`config.mk`:
```
export PLATFORM = sky130hd
export DESIGN_NAME = cwf_line_seq
export DESIGN_NICKNAME = d
export VERILOG_FILES = /design/src/rtl/cwf_pkg.sv /design/src/rtl/cwf_ctrl.sv /design/src/rtl/cwf_wrap_cnt.sv /design/src/rtl/cwf_lane_mask.sv /design/src/rtl/cwf_line_seq.sv
export SDC_FILE = /design/constraint.sdc
export NUM_CORES = 1
export LEC_CHECK = 0
export ABC_CLOCK_PERIOD_IN_PS = 3200
export BUFFER_PORTS_ARGS = -buffer_cell sky130_fd_sc_hd__buf_2
export CAP_MARGIN = 25
export CORE_AREA = 4 4 239 241
export CTS_BUF_LIST = sky130_fd_sc_hd__clkbuf_8 sky130_fd_sc_hd__clkbuf_16
export CTS_CLUSTER_DIAMETER = 150
export DETAILED_ROUTE_END_ITERATION = 12
export DIE_AREA = 0 0 243 245
export PLACE_DENSITY = 0.38
export REMOVE_ABC_BUFFERS = 1
export SLEW_MARGIN = 20
export SYNTH_ARGS = -nofsm -noshare
export SYNTH_HDL_FRONTEND = slang
export SYNTH_SLANG_ARGS = --single-unit
```
`constraint.sdc`:
```
create_clock -name clk -period 3.2 [get_ports clk]
set_input_delay 0.48 -clock clk [delete_from_list [all_inputs] [get_ports clk]]
set_output_delay 0.48 -clock clk [all_outputs]
set_load 0.005 [all_outputs]
```
`src/rtl/cwf_pkg.sv`:
```
package cwf_pkg;

  localparam int SIZE_W = 3;

  typedef enum logic [1:0] {
    ST_IDLE = 2'd0,
    ST_CMD  = 2'd1,
    ST_DATA = 2'd2
  } seq_state_e;

  typedef struct packed {
    logic              write;
    logic              line;
    logic [SIZE_W-1:0] size;
  } op_attr_t;

endpackage

```
`src/rtl/cwf_ctrl.sv`:
```
module cwf_ctrl
  import cwf_pkg::*;
#(
  parameter int ADDR_W = 32,
  parameter int OFS_W  = 4,
  parameter int IDX_W  = 2
) (
  input  logic              clk,
  input  logic              rst_n,
  input  logic              req_valid,
  input  logic [ADDR_W-1:0] req_addr,
  input  op_attr_t          req_attr,
  output logic              req_ready,
  output logic              cmd_valid,
  input  logic              cmd_ready,
  output logic [ADDR_W-1:0] cmd_addr,
  output op_attr_t          op,
  output logic [OFS_W-1:0]  op_ofs,
  output logic [IDX_W-1:0]  start_idx,
  output logic              in_data,
  input  logic              beat_done
);

  seq_state_e        state;
  logic [ADDR_W-1:0] addr_q;

  always_ff @(posedge clk or negedge rst_n) begin
    if (!rst_n) begin
      state  <= ST_IDLE;
      addr_q <= '0;
      op     <= '0;
    end else begin
      unique case (state)
        ST_IDLE: if (req_valid) begin
          addr_q <= req_addr;
          op     <= req_attr;
          state  <= ST_CMD;
        end
        ST_CMD:  if (cmd_ready) state <= ST_DATA;
        ST_DATA: if (beat_done) state <= ST_IDLE;
        default: state <= ST_IDLE;
      endcase
    end
  end

  assign req_ready = (state == ST_IDLE);
  assign cmd_valid = (state == ST_CMD);
  assign in_data   = (state == ST_DATA);
  assign cmd_addr  = op.line ? {addr_q[ADDR_W-1:OFS_W], {OFS_W{1'b0}}} : addr_q;
  assign op_ofs    = addr_q[OFS_W-1:0];
  assign start_idx = addr_q[OFS_W+IDX_W-1:OFS_W];

  // a stalled command keeps its address and kind
  assert_cmd_hold_R2: assert property (@(posedge clk) disable iff (!rst_n)
    cmd_valid && !cmd_ready |=> cmd_valid && $stable(cmd_addr) && $stable(op));

  // a command only appears after a request handshake
  assert_cmd_after_req_R2: assert property (@(posedge clk) disable iff (!rst_n)
    $rose(cmd_valid) |-> $past(req_valid && req_ready));

  // no new request while a command or data phase is open
  assert_busy_blocks_req_R3: assert property (@(posedge clk) disable iff (!rst_n)
    (cmd_valid || in_data) |-> !req_ready);

endmodule

```
`src/rtl/cwf_wrap_cnt.sv`:
```
module cwf_wrap_cnt #(
  parameter int IDX_W = 2
) (
  input  logic             clk,
  input  logic             rst_n,
  input  logic             step,
  input  logic             line,
  input  logic [IDX_W-1:0] start_idx,
  output logic [IDX_W-1:0] idx,
  output logic             last
);

  localparam int               LINE_BEATS = 1 << IDX_W;
  localparam logic [IDX_W-1:0] LAST_N     = IDX_W'(LINE_BEATS - 1);

  logic [IDX_W-1:0] n_q;

  always_ff @(posedge clk or negedge rst_n) begin
    if (!rst_n)     n_q <= '0;
    else if (step)  n_q <= last ? '0 : n_q + 1'b1;
  end

  // modulo wrap comes from the natural overflow of the index width
  assign idx  = start_idx + n_q;
  assign last = line ? (n_q == LAST_N) : 1'b1;

  assert_wrap_step_R4: assert property (@(posedge clk) disable iff (!rst_n)
    step && !last |=> idx == $past(idx) + 1'b1);

  assert_wrap_rearm_R5: assert property (@(posedge clk) disable iff (!rst_n)
    step && last |=> idx == start_idx);

endmodule

```
`src/rtl/cwf_lane_mask.sv`:
```
module cwf_lane_mask
  import cwf_pkg::*;
#(
  parameter int OFS_W = 4
) (
  input  logic              line,
  input  logic [OFS_W-1:0]  ofs,
  input  logic [SIZE_W-1:0] size,
  output logic [(1<<OFS_W)-1:0] strb
);

  localparam int LANES = 1 << OFS_W;
  localparam int CW    = OFS_W + 2;

  logic [SIZE_W-1:0] eff_sz;
  logic [CW-1:0]     nbytes;
  logic [CW-1:0]     lo;
  logic [CW-1:0]     hi;

  always_comb begin
    eff_sz = (size > SIZE_W'(OFS_W)) ? SIZE_W'(OFS_W) : size;
    nbytes = CW'(1) << eff_sz;
    lo     = {2'b00, ofs} & ~(nbytes - 1'b1);
    hi     = lo + nbytes;
  end

  for (genvar b = 0; b < LANES; b++) begin : g_lane
    localparam logic [CW-1:0] LANE = CW'(b);
    assign strb[b] = line || ((LANE >= lo) && (LANE < hi));
  end

endmodule

```
`src/rtl/cwf_line_seq.sv`:
```
module cwf_line_seq
  import cwf_pkg::*;
#(
  parameter int ADDR_W     = 32,
  parameter int BEAT_BYTES = 16,
  parameter int IDX_W      = 2
) (
  input  logic                    clk,
  input  logic                    rst_n,
  input  logic                    req_valid,
  output logic                    req_ready,
  input  logic [ADDR_W-1:0]       req_addr,
  input  logic                    req_write,
  input  logic                    req_line,
  input  logic [2:0]              req_size,
  input  logic                    wr_valid,
  output logic                    wr_ready,
  input  logic [BEAT_BYTES*8-1:0] wr_data,
  output logic [IDX_W-1:0]        wr_idx,
  output logic                    rd_valid,
  input  logic                    rd_ready,
  output logic [BEAT_BYTES*8-1:0] rd_data,
  output logic [IDX_W-1:0]        rd_idx,
  output logic                    rd_last,
  output logic                    mem_cmd_valid,
  input  logic                    mem_cmd_ready,
  output logic [ADDR_W-1:0]       mem_cmd_addr,
  output logic                    mem_cmd_write,
  output logic                    mem_cmd_line,
  output logic [2:0]              mem_cmd_size,
  output logic                    mem_wvalid,
  input  logic                    mem_wready,
  output logic [BEAT_BYTES*8-1:0] mem_wdata,
  output logic [BEAT_BYTES-1:0]   mem_wstrb,
  output logic                    mem_wlast,
  input  logic                    mem_rvalid,
  output logic                    mem_rready,
  input  logic [BEAT_BYTES*8-1:0] mem_rdata
);

  localparam int OFS_W = $clog2(BEAT_BYTES);

  op_attr_t         req_attr;
  op_attr_t         op;
  logic [OFS_W-1:0] op_ofs;
  logic [IDX_W-1:0] start_idx;
  logic [IDX_W-1:0] idx;
  logic             in_data;
  logic             cnt_last;
  logic             step;
  logic             beat_done;
  logic             rd_mode;
  logic             wr_mode;

  assign req_attr = '{write: req_write, line: req_line, size: req_size};

  cwf_ctrl #(.ADDR_W(ADDR_W), .OFS_W(OFS_W), .IDX_W(IDX_W)) u_ctrl (
    .clk       (clk),
    .rst_n     (rst_n),
    .req_valid (req_valid),
    .req_addr  (req_addr),
    .req_attr  (req_attr),
    .req_ready (req_ready),
    .cmd_valid (mem_cmd_valid),
    .cmd_ready (mem_cmd_ready),
    .cmd_addr  (mem_cmd_addr),
    .op        (op),
    .op_ofs    (op_ofs),
    .start_idx (start_idx),
    .in_data   (in_data),
    .beat_done (beat_done)
  );

  cwf_wrap_cnt #(.IDX_W(IDX_W)) u_cnt (
    .clk       (clk),
    .rst_n     (rst_n),
    .step      (step),
    .line      (op.line),
    .start_idx (start_idx),
    .idx       (idx),
    .last      (cnt_last)
  );

  cwf_lane_mask #(.OFS_W(OFS_W)) u_mask (
    .line (op.line),
    .ofs  (op_ofs),
    .size (op.size),
    .strb (mem_wstrb)
  );

  assign mem_cmd_write = op.write;
  assign mem_cmd_line  = op.line;
  assign mem_cmd_size  = op.line ? SIZE_W'(OFS_W) : op.size;

  assign rd_mode = in_data && !op.write;
  assign wr_mode = in_data &&  op.write;

  // read path: memory beats relayed straight through, tagged in wrap order
  assign rd_valid   = rd_mode && mem_rvalid;
  assign mem_rready = rd_mode && rd_ready;
  assign rd_data    = mem_rdata;
  assign rd_idx     = idx;
  assign rd_last    = rd_valid && cnt_last;

  // write path: requester beats driven to memory with lane enables
  assign mem_wvalid = wr_mode && wr_valid;
  assign wr_ready   = wr_mode && mem_wready;
  assign mem_wdata  = wr_data;
  assign wr_idx     = idx;
  assign mem_wlast  = mem_wvalid && cnt_last;

  assign step      = (rd_valid && rd_ready) || (mem_wvalid && mem_wready);
  assign beat_done = step && cnt_last;

  assert_no_early_beat_R9: assert property (@(posedge clk) disable iff (!rst_n)
    (mem_wvalid || mem_rready) |-> !mem_cmd_valid);

  assert_line_full_strb_R6: assert property (@(posedge clk) disable iff (!rst_n)
    mem_wvalid && mem_cmd_line |-> (&mem_wstrb));

  assert_narrow_pow2_R7: assert property (@(posedge clk) disable iff (!rst_n)
    mem_wvalid |-> ($countones(mem_wstrb) != 0) &&
      (($countones(mem_wstrb) & ($countones(mem_wstrb) - 1)) == 0));

  assert_wlast_closes_R6: assert property (@(posedge clk) disable iff (!rst_n)
    mem_wvalid && mem_wready && mem_wlast |=> !mem_wvalid && req_ready);

  assert_rlast_closes_R5: assert property (@(posedge clk) disable iff (!rst_n)
    rd_valid && rd_ready && rd_last |=> !rd_valid && req_ready);

  assert_ready_path_R8: assert property (@(posedge clk) disable iff (!rst_n)
    !in_data |-> !mem_rready && !wr_ready);

endmodule

```
==> out/qor.csv <==
metric;value;unit
CTS clk-pin slew, worst paths;0.08;ns
grt ovf;0;
gr usage total;0.287;
sequential area share after synthesis;0.237;
CTS tree;built;
Clock Skew;0.0134;ns
CORE AREA;54900;sq um
CP Cell Sequence;xnor2_2 > nor3_2 > ha_4 > buf_6 > buf_6 > nor4b_4 > o21ai_2 > o211ai_1 > buf_4 > nor3_4 > a211oi_4 > o21ai_1 > buf_2;
crit path setup slack, layout;-0.112;ns
RSZ-0062 raised after global routing;true;
drt initial violations;293;
CTS H-tree depth;2;
top routing layer used;met5;
most frequent cells in the layout;107 x buf_2, 39 x dfrtp_1, 37 x mux2_2;
Layout area overhead;-0.0578;%
Post-Synth XOR/XNOR Area;0.00607;
I/O Buffers;109;
PwrDens;1080;nW/um^2
Worst VDD drop;0.000354;V
Critical Path AT;2.83;ns
critical path fanouts, max;4;
worst path bufs/invs;4;
row count;86;
number of clock sinks;41;
Final TNS setup;-0.365;ns
count of placed standard cells including taps;1051;
Distinct cells, synth;48;
Synth Cell Area;4330;sq um
Slew @ Worst Pin;0.902;ns
Die Y;245;microns
Design Area, Final;4320;sq um
CTS root buf;clkbuf_16;
CP endpoint;mem_wstrb[11];
largest net degree at the start of global routing;40;
Final Setup Violations;7;
Worst R2R Start;u_ctrl.state[0];
R2R Path End;u_ctrl.op[2];
die area;59500;sq um
crit path from;u_ctrl.op[0];
multi-input logic area;1390;sq um
period utilisation layout;1.03;
multiplexer share of the synthesized area;0.0963;
critical path's largest stage delay;0.45;ns
Max Clock Freq;0.302;GHz
Cell Area, Placed;3960;sq um
yosys warns;0;
DRC viols;0;
I/O pin count;622;
Avg WL per Cell;82.8;microns
final cell count without fillers;1070;
clk_lat worst skew;0.31;ns
hold crit path type;primary input to asynchronous set/reset pin;
most common cell after layout, fill and taps aside;buf_2;
WL met1;9630;microns
initial antenna violation count;4;
Critical Path Sink Type;output port;
Startpoint Class;flop;
Slew Limit Fails;0;
delay-heaviest family, CP;compound AO/OA/AOI/OAI gates;
Die Span X;243;microns
Synth top area share;0.451;
Synth Area in Adders;0.0116;
largest family of logic cells by synthesized area;buffers and inverters;
vias in the first global route;3138;
violated checks;negative setup slack;
cells on worst reg2reg path;4;
status;finished with violations;
FILL cells;6437;
first-pass GRT wire length;96400;microns
Min Hold Slack;0.289;ns
Overall Power;4.68;mW
DR pass1 iterations;4;
Synth area leaders;buf_4 45%, dfrtp_1 24%, mux2_2 9.6%, a21oi_1 1.7%, nor2b_1 1.7%;
clock buffer depth;2;
FF+latch area;1030;sq um
met3 routed WL;28000;microns
RePlAce Congestion;1.30;
via count;3455;
Required @ worst endpoint;2.72;ns
Num CTS Buffers;5;
Synth Area in Simple Gates;0.0969;
Slew headroom;0.398;
Mapped Cells;482;
Stages on worst setup path;13;
layout cells sized above 1;0.605;
CTS Hold Buffers Added;0;
Antenna Nets Post-Route;0;
compound-cell area share of the yosys netlist;0.0868;
DR vias/cell;3.23;
flop-to-flop setup slack;1.43;ns
leakage;1.72;nW
max_cap viols;0;
Layout Nets;669;
DPL Wire Length;84400;microns
Seq cells post-synth;41;
metal2 WL;43700;microns
Final Hold Viols;0;
final worst path period need;3.31;ns
initial core utilization;0.0788;
critical path class;flop to output port;
Routed WL;88600;microns
CP max-delay cell;dfrtp_2;
CP most frequent cell;buf_6;
syn avg cell area;8.97;sq um
cell taking the most area after synthesis;buf_4;
-- logic make-up (layout without fill, tap and decap cells) --
family / Yosys count / in the layout
buf+inv: 275 / 158
simple gates: 70 / 70
compound gates: 52 / 52
flops: 41 / 41
mux: 37 / 37
fa+ha+maj: 4 / 4
xor+xnor: 3 / 3
other cells: 0 / 1
-- cell type report --
class / count / share of cell area
multi-input combinational: 166 / 0.322
tap: 704 / 0.204
inverter: 5 / 0.00434
clock buffer: 5 / 0.0289
clock inverter: 3 / 0.00579
sequential: 41 / 0.238
timing repair buffer: 145 / 0.197
antenna: 1 / 0.000579
-- synth_stat cells, drive strengths merged --
| master | instances |
|---|---|
| a211o | 1 |
| o21ai | 13 |
| a21oi | 15 |
| nor4 | 1 |
| nand2 | 5 |
| nor4b | 1 |
| dfrtp | 41 |
| o211a | 2 |
| o21ba | 1 |
| and3 | 6 |
| o21a | 3 |
| and2 | 5 |
| o211ai | 2 |
| a31o | 1 |
| nor4bb | 1 |
| or2 | 2 |
| a21o | 5 |
| buf | 263 |
| a211oi | 1 |
| a222oi | 1 |
| mux2 | 37 |
| a32oi | 1 |
| nor3b | 3 |
| nand4 | 3 |
| nor2 | 15 |
| xnor2 | 3 |
| clkbuf | 7 |
| nand2b | 3 |
| and3b | 2 |
| and2b | 1 |
| a32o | 2 |
| a221oi | 1 |
| nand3b | 2 |
| a2bb2oi | 1 |
| a31oi | 1 |
| ha | 4 |
| nor2b | 13 |
| nor3 | 3 |
| nand3 | 4 |
| o21bai | 1 |
| inv | 5 |
-- power breakdown --
| part | total (mW) | internal, mW | switching, mW |
|---|---|---|---|
| Clock | 0.585 | 0.296 | 0.289 |
| Sequential | 0.990 | 0.783 | 0.207 |
| Combinational | 3.10 | 1.49 | 1.61 |
| Total | 4.68 | 2.57 | 2.11 |
-- what timing repair did --
action                     CTS  global route
buffers inserted             3             8
gates cloned                 0             0
gates resized for setup      8            24
pin swaps                    5             9
setup endpoints to repair   15            15
-- through the flow --
step,util,worst slack [ns]
after floorplan,-,0.511
after global placement,0.0721,0.0535
after detailed placement,0.0721,0.00695
after CTS,0.0758,-0.207
after global routing,0.0787,-0.229
final,0.0788,-0.112
-- registers in the layout, summed over array words and instances (netlist names) --
name,cells
u_ctrl.addr_q,32
u_cnt.n_q,2
u_ctrl.state,2
u_ctrl.op,5
-- layer usage --
metal,global-route usage,up-vias
li1,-,1098
met1,0.0870,1460
met2,0.510,785
met3,0.439,90
met4,0.143,22
met5,0.109,-
-- worst min path at each step --
stage	start	to	slack, ns	cells past startpoint
floorplan	rst_n	u_cnt.n_q[0]	0.18	0
global placement	u_ctrl.addr_q[27]	u_ctrl.addr_q[27]	0.49	1
detailed placement	u_ctrl.addr_q[31]	u_ctrl.addr_q[31]	0.49	1
CTS	rst_n	u_ctrl.addr_q[6]	0.32	1
global route	rst_n	u_ctrl.addr_q[17]	0.36	1
finish	rst_n	u_ctrl.addr_q[14]	0.29	1
No activity file was read; power rests on OpenSTA's default activity.
